[config.mk]
export PLATFORM = sky130hd
export DESIGN_NAME = result_capture
export DESIGN_NICKNAME = d
export VERILOG_FILES = /design/src/rtl/rcap_pkg.sv /design/src/rtl/rcap_sync.sv /design/src/rtl/rcap_hold.sv /design/src/rtl/rcap_regs.sv /design/src/rtl/result_capture.sv
export SDC_FILE = /design/constraint.sdc
export NUM_CORES = 1
export LEC_CHECK = 0
export BUFFER_PORTS_ARGS = -buffer_cell sky130_fd_sc_hd__buf_4
export CORE_MARGIN = 10
export CORE_UTILIZATION = 30
export DETAILED_ROUTE_END_ITERATION = 16
export HOLD_SLACK_MARGIN = 0.03
export PLACE_DENSITY = 0.54
export SYNTH_ARGS = -nofsm -noshare
export SYNTH_HDL_FRONTEND = slang
export SYNTH_SLANG_ARGS = --single-unit
[constraint.sdc]
create_clock -name clk -period 3.9 [get_ports clk]
set_clock_uncertainty 0.1 [all_clocks]
set_input_delay 0.195 -clock clk [delete_from_list [all_inputs] [get_ports clk]]
set_output_delay 0.195 -clock clk [all_outputs]
set_load 0.05 [all_outputs]
[src/rtl/rcap_pkg.sv]
package rcap_pkg;
  localparam int BIT_READY  = 0;
  localparam int BIT_OVR    = 1;
  localparam int BIT_IE     = 2;
  localparam int STATUS_W   = 3;
  localparam int OFS_RESULT = 0;
  localparam int OFS_STATUS = 1;

  typedef struct packed {
    logic ie;
    logic ovr;
    logic ready;
  } status_t;
endpackage

[src/rtl/rcap_sync.sv]
module rcap_sync #(
  parameter bit SYNC_EN     = 1'b1,
  parameter int SYNC_STAGES = 2
) (
  input  logic clk,
  input  logic rst,
  input  logic strobe_i,
  output logic evt_o
);
  generate
    if (SYNC_EN) begin : g_sync
      logic [SYNC_STAGES-1:0] chain_q;
      logic                   last_q;

      always_ff @(posedge clk) begin
        if (rst) begin
          chain_q <= '0;
          last_q  <= 1'b0;
        end else begin
          chain_q <= {chain_q[SYNC_STAGES-2:0], strobe_i};
          last_q  <= chain_q[SYNC_STAGES-1];
        end
      end

      assign evt_o = chain_q[SYNC_STAGES-1] & ~last_q;

      // edge detect: one delivery per rising edge
      assert_single_event_R10: assert property (@(posedge clk) disable iff (rst)
        evt_o |=> !evt_o);
    end else begin : g_bypass
      logic unused_sync;
      assign unused_sync = clk ^ rst;
      assign evt_o       = strobe_i;
    end
  endgenerate
endmodule

[src/rtl/rcap_hold.sv]
module rcap_hold #(
  parameter int DATA_W = 16
) (
  input  logic              clk,
  input  logic              rst,
  input  logic              evt_i,
  input  logic [DATA_W-1:0] data_i,
  input  logic              ready_clr_i,
  input  logic              ovr_clr_i,
  output logic [DATA_W-1:0] result_o,
  output logic              ready_o,
  output logic              ovr_o
);
  logic accept;
  logic lost;

  assign accept = evt_i & (~ready_o | ready_clr_i);
  assign lost   = evt_i & ready_o & ~ready_clr_i;

  always_ff @(posedge clk) begin
    if (rst) begin
      result_o <= '0;
      ready_o  <= 1'b0;
      ovr_o    <= 1'b0;
    end else begin
      if (accept) result_o <= data_i;
      if (accept)           ready_o <= 1'b1;
      else if (ready_clr_i) ready_o <= 1'b0;
      if (lost)             ovr_o <= 1'b1;
      else if (ovr_clr_i)   ovr_o <= 1'b0;
    end
  end

  assert_result_frozen_R3: assert property (@(posedge clk) disable iff (rst)
    (ready_o && !ready_clr_i) |=> $stable(result_o));

  assert_overrun_set_R4: assert property (@(posedge clk) disable iff (rst)
    (evt_i && ready_o && !ready_clr_i) |=> ovr_o);

  assert_clear_and_capture_R7: assert property (@(posedge clk) disable iff (rst)
    (evt_i && ready_clr_i) |=> (ready_o && result_o == $past(data_i)));
endmodule

[src/rtl/rcap_regs.sv]
module rcap_regs
  import rcap_pkg::*;
#(
  parameter int DATA_W = 16,
  parameter int ADDR_W = 1
) (
  input  logic              clk,
  input  logic              rst,
  input  logic [ADDR_W-1:0] addr_i,
  input  logic              rd_i,
  input  logic              wr_i,
  input  logic [DATA_W-1:0] wdata_i,
  input  logic [DATA_W-1:0] result_i,
  input  logic              ready_i,
  input  logic              ovr_i,
  output logic              ready_clr_o,
  output logic              ovr_clr_o,
  output logic              ie_o,
  output logic [DATA_W-1:0] rdata_o,
  output logic              irq_o
);
  logic    sel_status;
  logic    sel_result;
  logic    wr_status;
  status_t st;
  logic    unused_wdata;

  assign sel_status   = (addr_i == ADDR_W'(OFS_STATUS));
  assign sel_result   = (addr_i == ADDR_W'(OFS_RESULT));
  assign wr_status    = wr_i & sel_status;
  assign ready_clr_o  = wr_status & wdata_i[BIT_READY];
  assign ovr_clr_o    = wr_status & wdata_i[BIT_OVR];
  assign unused_wdata = ^wdata_i[DATA_W-1:STATUS_W];

  always_comb begin
    st.ie    = ie_o;
    st.ovr   = ovr_i;
    st.ready = ready_i;
  end

  always_ff @(posedge clk) begin
    if (rst) begin
      ie_o    <= 1'b0;
      rdata_o <= '0;
      irq_o   <= 1'b0;
    end else begin
      if (wr_status) ie_o <= wdata_i[BIT_IE];
      if (rd_i) begin
        if (sel_status)      rdata_o <= {{(DATA_W-STATUS_W){1'b0}}, st};
        else if (sel_result) rdata_o <= result_i;
        else                 rdata_o <= '0;
      end
      irq_o <= ready_i & ie_o;
    end
  end

  assert_irq_follows_R8: assert property (@(posedge clk) disable iff (rst)
    (ready_i && ie_o) |=> irq_o);

  assert_irq_quiet_R8: assert property (@(posedge clk) disable iff (rst)
    !ie_o |=> !irq_o);
endmodule

[src/rtl/result_capture.sv]
module result_capture
  import rcap_pkg::*;
#(
  parameter int DATA_W      = 16,
  parameter int ADDR_W      = 1,
  parameter bit SYNC_EN     = 1'b1,
  parameter int SYNC_STAGES = 2
) (
  input  logic              clk,
  input  logic              rst,
  input  logic              prod_valid,
  input  logic [DATA_W-1:0] prod_data,
  input  logic [ADDR_W-1:0] bus_addr,
  input  logic              bus_rd,
  input  logic              bus_wr,
  input  logic [DATA_W-1:0] bus_wdata,
  output logic [DATA_W-1:0] bus_rdata,
  output logic              irq
);
  logic              evt;
  logic              ready;
  logic              ovr;
  logic              ie;
  logic              ready_clr;
  logic              ovr_clr;
  logic [DATA_W-1:0] result;

  rcap_sync #(.SYNC_EN(SYNC_EN), .SYNC_STAGES(SYNC_STAGES)) u_sync (
    .clk(clk), .rst(rst), .strobe_i(prod_valid), .evt_o(evt)
  );

  rcap_hold #(.DATA_W(DATA_W)) u_hold (
    .clk(clk), .rst(rst), .evt_i(evt), .data_i(prod_data),
    .ready_clr_i(ready_clr), .ovr_clr_i(ovr_clr),
    .result_o(result), .ready_o(ready), .ovr_o(ovr)
  );

  rcap_regs #(.DATA_W(DATA_W), .ADDR_W(ADDR_W)) u_regs (
    .clk(clk), .rst(rst), .addr_i(bus_addr), .rd_i(bus_rd), .wr_i(bus_wr),
    .wdata_i(bus_wdata), .result_i(result), .ready_i(ready), .ovr_i(ovr),
    .ready_clr_o(ready_clr), .ovr_clr_o(ovr_clr), .ie_o(ie),
    .rdata_o(bus_rdata), .irq_o(irq)
  );

  assert_read_no_side_effect_R6: assert property (@(posedge clk) disable iff (rst)
    (bus_rd && !bus_wr && !evt) |=>
      ($stable(ready) && $stable(ovr) && $stable(ie) && $stable(result)));

  assert_write_zero_keeps_R5: assert property (@(posedge clk) disable iff (rst)
    (bus_wr && bus_addr == ADDR_W'(OFS_STATUS) && !bus_wdata[BIT_READY] && ready) |=> ready);

  assert_result_write_ignored_R9: assert property (@(posedge clk) disable iff (rst)
    (bus_wr && bus_addr == ADDR_W'(OFS_RESULT) && !evt) |=>
      ($stable(ready) && $stable(ovr) && $stable(ie) && $stable(result)));
endmodule

==> reports/results.txt <==
Busiest grt layer: met1
R2R Setup Slk: 2.14 ns
Fin. max-slew vios: 0
FF+latch area: 780.7 sq um
Buffers & Inverters on Critical Path: 1
Grt met1 use: 14.09%
Final hold violations: 0
Hold Crit Class: primary input to register
Initial DRC count: 129
YS warnings: 0
Synthesized flop and latch total: 39
Worst hold path startpoint: bus_wdata[2]
Global routing usage on met2: 12.21%
Reg clk slew, reported paths: 0.08 ns
CP required: 3.96 ns
Gp weighted congestion: 0.6953
Drt first pass iters: 4
Tcrit/Tclk final: 45.02%
H-tree level count: 2
Avg WL per Cell: 15.64 microns
Synth unique cells: 21
Drt total wl: 5145 microns
CTS max path bufs: 2
CP top delay family: flip-flops
Die X: 101.2 microns
Synthesized cell area: 1978 sq um
Total setup buffers inserted after CTS: 0
Sum Neg Setup Slack: 0 ns
Peak Freq: 0.5695 GHz
Peak supply drop: 0.2070 mV
Startpoint Class: register
Rows: 29
Die area: 10240 sq um
Area leader, netlist: dfxtp_1
Max stage delay on crit path: 0.64 ns
Post-synth top area share: 39.47%
Area growth, synth to finish: 19.99%
Largest net degree at the start of global routing: 89
# IOs: 55
Leak Pwr: 0.9504 nW
WHS Path Cells: 3
Clock sink count: 39
Area contributors post-synth: dfxtp_1 (39%), nor4b_1 (14%), and3b_1 (7.1%), or4_1 (6.1%), nand3b_1 (5.3%)
Remaining DRCs: 0
Syn avg cell area: 8.714 sq um
WP data arrival: 1.82 ns
Starting Density: 30.98%
Hold EP: u_regs.ie_o$_SDFFE_PP0N_
CTS Buf Count: 5
Number of port buffers: 41
Total grt overflow: 0
Ys flop type: dfxtp_1
Vias per inst: 5.237
Critical path class: register to register
Die Y: 101.2 microns
Slew headroom: 46.49%
CP Capture Type: register
Hold_ws: 0.07096 ns
ANT cells: 0
Initial antenna violation count: 0
Clock root buffer: clkbuf_8
Area occupied by multi-input gates: 1079 sq um
Slowest stage cell, crit path: dfxtp_1
Async S/R FF share, synth: 0%
Most frequent cell after synthesis: dfxtp_1
NumNets Final: 289
Antenna Violating Nets Remaining: 0
Pwr dens: 332.3 nW/um^2
Clock insertion delay at the later pin of the skew report: 0.28 ns
Slew @ Worst Pin: 0.8026 ns
CTS tree: yes
Mapped Cells: 227
Layout cell share with drive strength beyond 1: 19.84%
HPWL Detailed: 3167 microns
RR Endpoint: u_hold.result_o[2]$_SDFFE_PP0P_
Met3 usage: 4.084%
Seq/Total Area, Yosys: 39.47%
R2r startpoint: u_hold.ready_o$_SDFFE_PP0P_
Final min period: 1.756 ns
Via count: 1723
Max FO, Critical Path: 22
R2R depth: 3
Final core occ: 37.17%
Syn Nets: 265
# Max-Cap Violations: 0
Vias in the first global route: 1554
Status: finished, final reports clean
Unrepaired setup endpoints after global routing: false
Top cells by count, synth: dfxtp_1 (39), nor4b_1 (32), nand2_1 (20)
Post-synth EDFFs: 0
Layout fillers: 651
Core ar.: 6386 sq um
Global-route wire length before repair: 8197 microns
GRT Total Usage: 9.631%
Setup violators final: 0
Worst-path cell chain: buf_4, nor4b_1, or4_1
==> state kept, by name (all words and copies together) (netlist names) <==
signal                 cells
u_hold.result_o           16
u_regs.irq_o               1
u_regs.rdata_o            16
u_hold.ready_o             1
u_hold.ovr_o               1
u_sync.g_sync.chain_q      2
u_sync.g_sync.last_q       1
u_regs.ie_o                1
==> layer usage <==
layer,up-vias,part of all wire (%)
met5,-,0
met3,2,9.5
met4,0,0.49
met2,57,39
li1,880,-
met1,784,51
==> cell families (layout without fill, tap and decap cells) <==
kind of cell / after synthesis / after routing / share of synthesized area (%)
flip-flops: 39 / 39 / 39.47
AO/OA/AOI/OAI: 19 / 19 / 5.313
buffers and inverters: 27 / 52 / 6.009
multiplexers: 3 / 3 / 1.518
AND/OR/NAND/NOR: 139 / 139 / 47.69
==> worst max-delay path by stage <==
stage / from / cells after the start / endpoint / slack, ns
4_1_cts: u_hold.ready_o$_SDFFE_PP0P_ / 3 / u_hold.result_o[2]$_SDFFE_PP0P_ / 2.15
6_report: u_hold.ready_o$_SDFFE_PP0P_ / 3 / u_hold.result_o[2]$_SDFFE_PP0P_ / 2.14
2_1_floorplan: u_sync.g_sync.last_q$_SDFF_PP0_ / 4 / u_hold.result_o[10]$_SDFFE_PP0P_ / 2.39
3_3_place_gp: bus_addr / 4 / u_hold.result_o[6]$_SDFFE_PP0P_ / 1.91
3_5_place_dp: bus_addr / 4 / u_hold.result_o[3]$_SDFFE_PP0P_ / 1.90
5_1_grt: u_hold.ready_o$_SDFFE_PP0P_ / 3 / u_hold.result_o[0]$_SDFFE_PP0P_ / 2.01
==> placed cells by master (no fill, tap or decap) <==
cell,synthesis,routed
or4_1,16,16
nor4b_1,32,32
and3b_1,16,16
nor2b_1,3,3
buf_4,1,43
o31ai_1,1,1
nor2_1,4,4
nand3b_1,14,14
nand2b_1,14,14
nor3_1,16,16
clkbuf_8,0,5
clkbuf_1,18,1
clkinv_2,0,1
and3_1,1,1
dlygate4sd3_1,0,1
nand2_1,20,20
dfxtp_1,39,39
clkinvlp_4,0,1
mux2i_1,3,3
nand3_1,3,3
a21oi_1,15,15
a211oi_1,3,3
==> cell type report <==
class	instances	share of cell area (%)
Multi-Input combinational cell	161	45.44
Sequential cell	39	32.89
Timing Repair Buffer	44	14.02
Tap cell	77	4.059
Clock buffer	6	3.057
Clock inverter	2	0.5271
==> worst min-delay path, delay by kind of cell <==
| kind | cells | cell delay, ns |
|---|---|---|
| AND/OR/NAND/NOR | 1 | 0.05 |
| AO/OA/AOI/OAI | 1 | 0.06 |
| buffers and inverters | 1 | 0.11 |
==> power breakdown <==
group / internal, W / total [W] / switching (W)
Sequential: 0.000411 / 0.000422 / 0.0000107
Combinational: 0.0000440 / 0.000103 / 0.0000586
Clock: 0.000125 / 0.000264 / 0.000139
Total: 0.000580 / 0.000789 / 0.000208
==> what timing repair did <==
item                                   4_1_cts  5_1_grt
endpoints found under the hold margin        1        0
gates resized for setup                      0        0
hold buffers                                 1        0
==> per-stage QoR <==
stage               power (W)  instance area [sq um]  worst slack, ns  std cells
floorplan           0.0004967                   1978            2.391        227
global placement    0.0005319                   2278            1.910        320
detailed placement  0.0005336                   2278            1.896        320
CTS                 0.0008000                   2374            2.150        329
global route        0.0008289                   2374            2.006        329
finish              0.0007888                   2374            2.144        329
Power figures use the tool's default switching activity.
